**src/rtl/ps_cfg_pkg.sv**
```systemverilog
package ps_cfg_pkg;

    typedef enum logic [3:0] {
        ST_IDLE,
        ST_REQ_LOW,
        ST_WAIT_STAT,
        ST_WAIT_LEAD,
        ST_SHIFT,
        ST_WAIT_DONE,
        ST_WAIT_USER,
        ST_READY,
        ST_ERROR
    } st_e;

    typedef struct packed {
        logic init_ok;
        logic done_ok;
        logic stat_ok;
    } tgt_in_t;

    function automatic int maxi(input int a, input int b);
        return (a > b) ? a : b;
    endfunction

endpackage

```
**src/rtl/ps_cfg_sync.sv**
```systemverilog
module ps_cfg_sync #(
    parameter int W      = 3,
    parameter int STAGES = 2
) (
    input  logic         clk,
    input  logic         rst,
    input  logic [W-1:0] d,
    output logic [W-1:0] q
);
    logic [W-1:0] stg [STAGES];

    always_ff @(posedge clk) begin
        if (rst) stg[0] <= '0;
        else     stg[0] <= d;
    end

    for (genvar i = 1; i < STAGES; i++) begin : g_stage
        always_ff @(posedge clk) begin
            if (rst) stg[i] <= '0;
            else     stg[i] <= stg[i-1];
        end
    end

    assign q = stg[STAGES-1];
endmodule

```
**src/rtl/ps_cfg_timer.sv**
```systemverilog
module ps_cfg_timer #(
    parameter int W = 4
) (
    input  logic         clk,
    input  logic         rst,
    input  logic         load,
    input  logic [W-1:0] val,
    output logic         zero
);
    logic [W-1:0] cnt;

    always_ff @(posedge clk) begin
        if (rst)            cnt <= '0;
        else if (load)      cnt <= val;
        else if (cnt != '0) cnt <= cnt - 1'b1;
    end

    assign zero = (cnt == '0);
endmodule

```
**src/rtl/ps_cfg_bitclk.sv**
```systemverilog
module ps_cfg_bitclk
    import ps_cfg_pkg::*;
#(
    parameter int LO_N = 2,
    parameter int HI_N = 2
) (
    input  logic clk,
    input  logic rst,
    input  logic en,
    output logic sclk,
    output logic bit_end
);
    localparam int CW = $clog2(maxi(LO_N, HI_N) + 1);

    logic          ph_hi;
    logic [CW-1:0] cnt;

    always_ff @(posedge clk) begin
        if (rst || !en) begin
            ph_hi <= 1'b0;
            cnt   <= '0;
        end else if (!ph_hi) begin
            if (cnt == CW'(LO_N - 1)) begin
                ph_hi <= 1'b1;
                cnt   <= '0;
            end else begin
                cnt <= cnt + 1'b1;
            end
        end else begin
            if (cnt == CW'(HI_N - 1)) begin
                ph_hi <= 1'b0;
                cnt   <= '0;
            end else begin
                cnt <= cnt + 1'b1;
            end
        end
    end

    assign sclk    = ph_hi;
    assign bit_end = en && ph_hi && (cnt == CW'(HI_N - 1));
endmodule

```
**src/rtl/ps_cfg_shreg.sv**
```systemverilog
module ps_cfg_shreg (
    input  logic       clk,
    input  logic       rst,
    input  logic       clr,
    input  logic       load,
    input  logic [7:0] din,
    input  logic       last_in,
    input  logic       shift,
    output logic       have,
    output logic       bit0,
    output logic       last_q,
    output logic       byte_done
);
    logic [7:0] sreg;
    logic [2:0] bcnt;

    always_ff @(posedge clk) begin
        if (rst || clr) begin
            sreg   <= '0;
            bcnt   <= '0;
            have   <= 1'b0;
            last_q <= 1'b0;
        end else if (load) begin
            sreg   <= din;
            bcnt   <= '0;
            have   <= 1'b1;
            last_q <= last_in;
        end else if (shift && have) begin
            sreg <= {1'b0, sreg[7:1]};
            bcnt <= bcnt + 1'b1;
            if (bcnt == 3'd7) have <= 1'b0;
        end
    end

    assign bit0      = sreg[0];
    assign byte_done = shift && have && (bcnt == 3'd7);
endmodule

```
**src/rtl/ps_cfg_host.sv**
```systemverilog
module ps_cfg_host
    import ps_cfg_pkg::*;
#(
    parameter int REQ_LOW_CYC  = 8,
    parameter int ST2CK_CYC    = 5,
    parameter int CLK_LO_CYC   = 2,
    parameter int CLK_HI_CYC   = 2,
    parameter int SETUP_CYC    = 1,
    parameter int HOLD_CYC     = 1,
    parameter int USERMODE_CYC = 6,
    parameter int EXTRA_CLKS   = 16,
    parameter int SYNC_STAGES  = 2,
    parameter bit USE_INIT     = 1'b1
) (
    input  logic       clk,
    input  logic       rst,
    input  logic       start_i,
    input  logic [7:0] s_data_i,
    input  logic       s_last_i,
    input  logic       s_valid_i,
    output logic       s_ready_o,
    output logic       cfg_req_n_o,
    output logic       ser_clk_o,
    output logic       ser_dat_o,
    input  logic       tgt_stat_n_i,
    input  logic       tgt_done_i,
    input  logic       tgt_init_i,
    output logic       tgt_ready_o,
    output logic       cfg_err_o
);
    localparam int LO_N  = maxi(CLK_LO_CYC, SETUP_CYC);
    localparam int HI_N  = maxi(CLK_HI_CYC, HOLD_CYC);
    localparam int TMR_W = $clog2(maxi(maxi(REQ_LOW_CYC, ST2CK_CYC), USERMODE_CYC) + 1);
    localparam int XW    = $clog2(EXTRA_CLKS + 1);

    st_e             state, nxt;
    tgt_in_t         tin;
    logic [2:0]      tin_raw;
    logic            tmr_ld, tmr_zero;
    logic [TMR_W-1:0] tmr_val;
    logic            clk_en, bit_end;
    logic            have, bit0, last_q, byte_done;
    logic [XW-1:0]   xcnt;

    assign tin_raw = {tgt_init_i, tgt_done_i, tgt_stat_n_i};

    ps_cfg_sync #(.W(3), .STAGES(SYNC_STAGES)) u_sync (
        .clk(clk), .rst(rst), .d(tin_raw), .q(tin)
    );

    ps_cfg_timer #(.W(TMR_W)) u_tmr (
        .clk(clk), .rst(rst), .load(tmr_ld), .val(tmr_val), .zero(tmr_zero)
    );

    assign clk_en = (state == ST_SHIFT && have) || (state == ST_WAIT_DONE);

    ps_cfg_bitclk #(.LO_N(LO_N), .HI_N(HI_N)) u_bclk (
        .clk(clk), .rst(rst), .en(clk_en), .sclk(ser_clk_o), .bit_end(bit_end)
    );

    assign s_ready_o = (state == ST_SHIFT) && !have;

    ps_cfg_shreg u_shr (
        .clk(clk), .rst(rst), .clr(state != ST_SHIFT),
        .load(s_valid_i && s_ready_o), .din(s_data_i), .last_in(s_last_i),
        .shift(bit_end), .have(have), .bit0(bit0), .last_q(last_q),
        .byte_done(byte_done)
    );

    always_comb begin
        nxt     = state;
        tmr_ld  = 1'b0;
        tmr_val = '0;
        unique case (state)
            ST_IDLE, ST_READY: begin
                if (start_i && tin.stat_ok) begin
                    nxt     = ST_REQ_LOW;
                    tmr_ld  = 1'b1;
                    tmr_val = TMR_W'(REQ_LOW_CYC);
                end
            end
            ST_REQ_LOW:   if (tmr_zero) nxt = ST_WAIT_STAT;
            ST_WAIT_STAT: begin
                if (tin.stat_ok) begin
                    nxt     = ST_WAIT_LEAD;
                    tmr_ld  = 1'b1;
                    tmr_val = TMR_W'(ST2CK_CYC);
                end
            end
            ST_WAIT_LEAD: begin
                if (!tin.stat_ok) nxt = ST_ERROR;
                else if (tmr_zero) nxt = ST_SHIFT;
            end
            ST_SHIFT: begin
                if (!tin.stat_ok) nxt = ST_ERROR;
                else if (tin.done_ok) begin
                    nxt     = ST_WAIT_USER;
                    tmr_ld  = 1'b1;
                    tmr_val = TMR_W'(USERMODE_CYC);
                end else if (byte_done && last_q) nxt = ST_WAIT_DONE;
            end
            ST_WAIT_DONE: begin
                if (!tin.stat_ok) nxt = ST_ERROR;
                else if (tin.done_ok) begin
                    nxt     = ST_WAIT_USER;
                    tmr_ld  = 1'b1;
                    tmr_val = TMR_W'(USERMODE_CYC);
                end else if (bit_end && xcnt == XW'(EXTRA_CLKS - 1)) nxt = ST_ERROR;
            end
            ST_WAIT_USER: begin
                if (tmr_zero && (tin.init_ok || !USE_INIT)) nxt = ST_READY;
            end
            ST_ERROR: nxt = ST_IDLE;
            default:  nxt = ST_IDLE;
        endcase
    end

    always_ff @(posedge clk) begin
        if (rst) state <= ST_IDLE;
        else     state <= nxt;
    end

    always_ff @(posedge clk) begin
        if (rst || state != ST_WAIT_DONE) xcnt <= '0;
        else if (bit_end)                 xcnt <= xcnt + 1'b1;
    end

    always_ff @(posedge clk) begin
        if (rst)                    cfg_err_o <= 1'b0;
        else if (nxt == ST_ERROR)   cfg_err_o <= 1'b1;
        else if (nxt == ST_REQ_LOW) cfg_err_o <= 1'b0;
    end

    assign cfg_req_n_o = (state != ST_REQ_LOW);
    assign ser_dat_o   = have & bit0;
    assign tgt_ready_o = (state == ST_READY);
endmodule

```
**config.mk**
```make
export PLATFORM = sky130hd
export DESIGN_NAME = ps_cfg_host
export DESIGN_NICKNAME = d
export VERILOG_FILES = /design/src/rtl/ps_cfg_pkg.sv /design/src/rtl/ps_cfg_sync.sv /design/src/rtl/ps_cfg_timer.sv /design/src/rtl/ps_cfg_bitclk.sv /design/src/rtl/ps_cfg_shreg.sv /design/src/rtl/ps_cfg_host.sv
export SDC_FILE = /design/constraint.sdc
export NUM_CORES = 1
export LEC_CHECK = 0
export BUFFER_PORTS_ARGS = -buffer_cell sky130_fd_sc_hd__buf_2
export CAP_MARGIN = 20
export CELL_PAD_IN_SITES_DETAIL_PLACEMENT = 1
export CELL_PAD_IN_SITES_GLOBAL_PLACEMENT = 2
export CORE_MARGIN = 2
export CORE_UTILIZATION = 32
export CTS_CLUSTER_DIAMETER = 200
export DETAILED_ROUTE_END_ITERATION = 10
export GPL_ROUTABILITY_DRIVEN = 1
export GPL_TIMING_DRIVEN = 0
export PLACE_DENSITY_LB_ADDON = 0.1
export SETUP_SLACK_MARGIN = 0.05
export SLEW_MARGIN = 25
export SYNTH_ARGS = -nofsm -noshare
export SYNTH_HDL_FRONTEND = slang
export SYNTH_HIERARCHICAL = 1
export SYNTH_SLANG_ARGS = --single-unit
```
**constraint.sdc**
```tcl
create_clock -name clk -period 2.1 [get_ports clk]
set_clock_uncertainty 0.15 [all_clocks]
set_input_delay 0.315 -clock clk [delete_from_list [all_inputs] [get_ports clk]]
set_output_delay 0.315 -clock clk [all_outputs]
set_load 0.02 [all_outputs]
```
==> flow_summary.toml <==
[logic_synthesis]
syn_area_um2 = 1860
synth_edf_count = 0
synthArstFlopShare = 0
synth-main-ff-cell = "dfxtp_1"
ys_seq_elements = 36
synthCells = 201
syn_nets = 223
synth_warnings = 6
synth.avg_cell_area_um2 = 9.25
ys_types = 48
ys_seq_area_frac = 0.388

[clocking]
cts_root_buffer = "clkbuf_8"
cts_made_buffers = 5
insertion_delay_ps = 290
cts_sinks = 36
cts_tree = "yes"
clk_pin_slew_worst_paths_ps = 70
h-tree-depth = 2
clockBufferDepth = 2

[global_route]
grt_pass1_vias = 1589
grt_pass1_wl_um = 7580
antenna_found_initial = 0
grt_max_degree = 20
grt-ovfl-total = 0
track_usage = 0.154

[layout]
syn_to_final_growth_pct = 26.8
final_common_cell = "dfxtp_1"
finalNetCount = 263
layout-drive-gt1-share = 0.357
antenna_cells = 0
final_cell_mix = "dfxtp_1 (33), buf_2 (22), nor2b_1 (16)"
final_cells = 313

[drt]
drc_errors = 0
vias = 1603
post_drt_via_cell_ratio = 5.12
drt-wirelength-per-cell_um = 15.3
drt_iter0_markers = 78
ant_nets = 0
first_pass_iters = 4
wl_um = 4800

[placement]
place.gp.congestion = 0.755
port_buffers = 21
dp_hpwl_um = 3290
dp.cells = 294

[setup_path]
worst_ep_required_time_ps = 2160
reg2reg_depth = 9
critical_path.max_fanout = 3
worst_setup_path_end_kind = "flop"
cp-start-kind = "flop"
critical_path_class = "flop to flop"
cp_data_arrival_time_ps = 2230

[floorplanning]
die_height_um = 80.2
start_util = 0.334
fp.dieW_um = 80.2
dieArea_um2 = 6440
boundaryPins = 22
row_count = 27
core_area_um2 = 5570

[sta]
period_minus_slack_ps = 2170
clock.fmax_ghz = 0.461
hold_viol_final = 0
worst_slack_ps = -67.6
min_period_over_period = 1.03
setup_violations = 1
tightest_slew_ps = 411
maxSlewViolCount = 0
rsz0062_at_grt = "true"
slew_headroom = 0.726

[power]
p_leak_uw = 0.00101
power_density_nw_per_um2 = 685
ir_worst_vdd_mv = 0.368
p_total_uw = 1620

[min_path]
min_path_type = "primary input to flop"
hold_path_depth = 2

[run_status]
violations = "negative setup slack"
outcome = "finished with violations"

[run]
maxCapViolations = 0
[registers in the layout (all words and copies together), names as in the netlist]
name,count
u_bclk/cnt,2
u_sync/stg,6
u_shr/have,1
u_bclk/sclk,1
cfg_err_o,1
u_shr/sreg,8
u_shr/bcnt,3
u_tmr/cnt,4
xcnt,5
state,4
u_shr/last_q,1
[kinds of logic after synthesis]
family | after synthesis | synth area share
mux | 5 | 0.0276
flops | 36 | 0.388
compound gates | 30 | 0.133
fa+ha+maj | 6 | 0.0404
buf+inv | 20 | 0.0633
xor+xnor | 7 | 0.0330
simple gates | 97 | 0.315
[cell type report]
| cell class | instances | area (um2) |
|---|---|---|
| inverter | 10 | 37.5 |
| tap | 72 | 90.1 |
| sequential | 36 | 732 |
| timing repair buffer | 34 | 239 |
| multi-input combinational | 145 | 1070 |
| clock buffer | 7 | 96.3 |
| buffer | 9 | 92.6 |
| fill | 663 | 3220 |
[cells in the mapped netlist, drive strengths merged (2+ instances only)]
| cell type | instances | area share |
|---|---|---|
| dfxtp | 36 | 0.39 |
| nor2b | 17 | 0.057 |
| nor3 | 15 | 0.046 |
| nor2 | 14 | 0.028 |
| nand2 | 13 | 0.028 |
| inv | 10 | 0.020 |
| and3 | 9 | 0.036 |
| buf | 9 | 0.041 |
| a211oi | 8 | 0.048 |
| a21oi | 7 | 0.021 |
| nand3 | 7 | 0.019 |
| ha | 6 | 0.040 |
| mux2i | 4 | 0.022 |
| or2 | 4 | 0.013 |
| xnor2 | 4 | 0.019 |
| a31oi | 3 | 0.010 |
| nand3b | 3 | 0.012 |
| xor2 | 3 | 0.014 |
| and2 | 2 | 0.0067 |
| and3b | 2 | 0.010 |
| nand2b | 2 | 0.0067 |
| nand4b | 2 | 0.013 |
| nor3b | 2 | 0.020 |
| o22ai | 2 | 0.0067 |
| o32ai | 2 | 0.0094 |
| or3 | 2 | 0.0067 |
[power by group]
part / switching (uW) / internal (uW)
Combinational: 157 / 158
Sequential: 35.1 / 719
Clock: 253 / 292
[path summary, 6_finish.rpt]
kind,to,from,slack [ps]
worst max-delay path,cfg_err_o,state[1],-70
worst min-delay path,u_sync/stg[0][2],tgt_init_i,90
worst max register to register,cfg_err_o,state[1],-70
worst min register to register,u_sync/stg[1][2],u_sync/stg[0][2],290
[what timing repair did]
| item | in CTS | in global routing |
|---|---|---|
| buffers inserted | 7 | 5 |
| gates cloned | 0 | 1 |
| pin swaps | 5 | 12 |
| gates resized for setup | 11 | 14 |
| hold buffers | 0 | 0 |
| setup endpoints to repair | 16 | 15 |
[per-layer routing]
layer | GRT usage | wire (um) | share of wire
met1 | 0.199 | 2210 | 0.46
met2 | 0.255 | 2400 | 0.50
met3 | 0.0382 | 140 | 0.029
met4 | 0.0407 | 51 | 0.011
met5 | 0 | 0 | 0
[critical path, cell delays in order, from the launching register on]
cell and delay [ps]:
dfxtp_4 370, nor3b_4 260, o21a_1 200, and3_4 230, buf_8 110, nand4b_4 90, a211o_1 280, a21oi_2 170
nor2_1 80, a311oi_2 160
[stage by stage]
step                instance area [um2]  setup TNS [ps]  hold slack (ps)  worst slack [ps]  utilization
floorplan                          1880           -13.9              234             -13.9            -
global placement                   2070            -751              266              -321        0.372
detailed placement                 2070           -1380              275              -349        0.372
CTS                                2240            -114             84.9             -84.6        0.402
global route                       2360            -376             95.3              -150        0.423
finish                             2360           -67.6             91.2             -67.6        0.423
(Power assumes the default switching activity.)
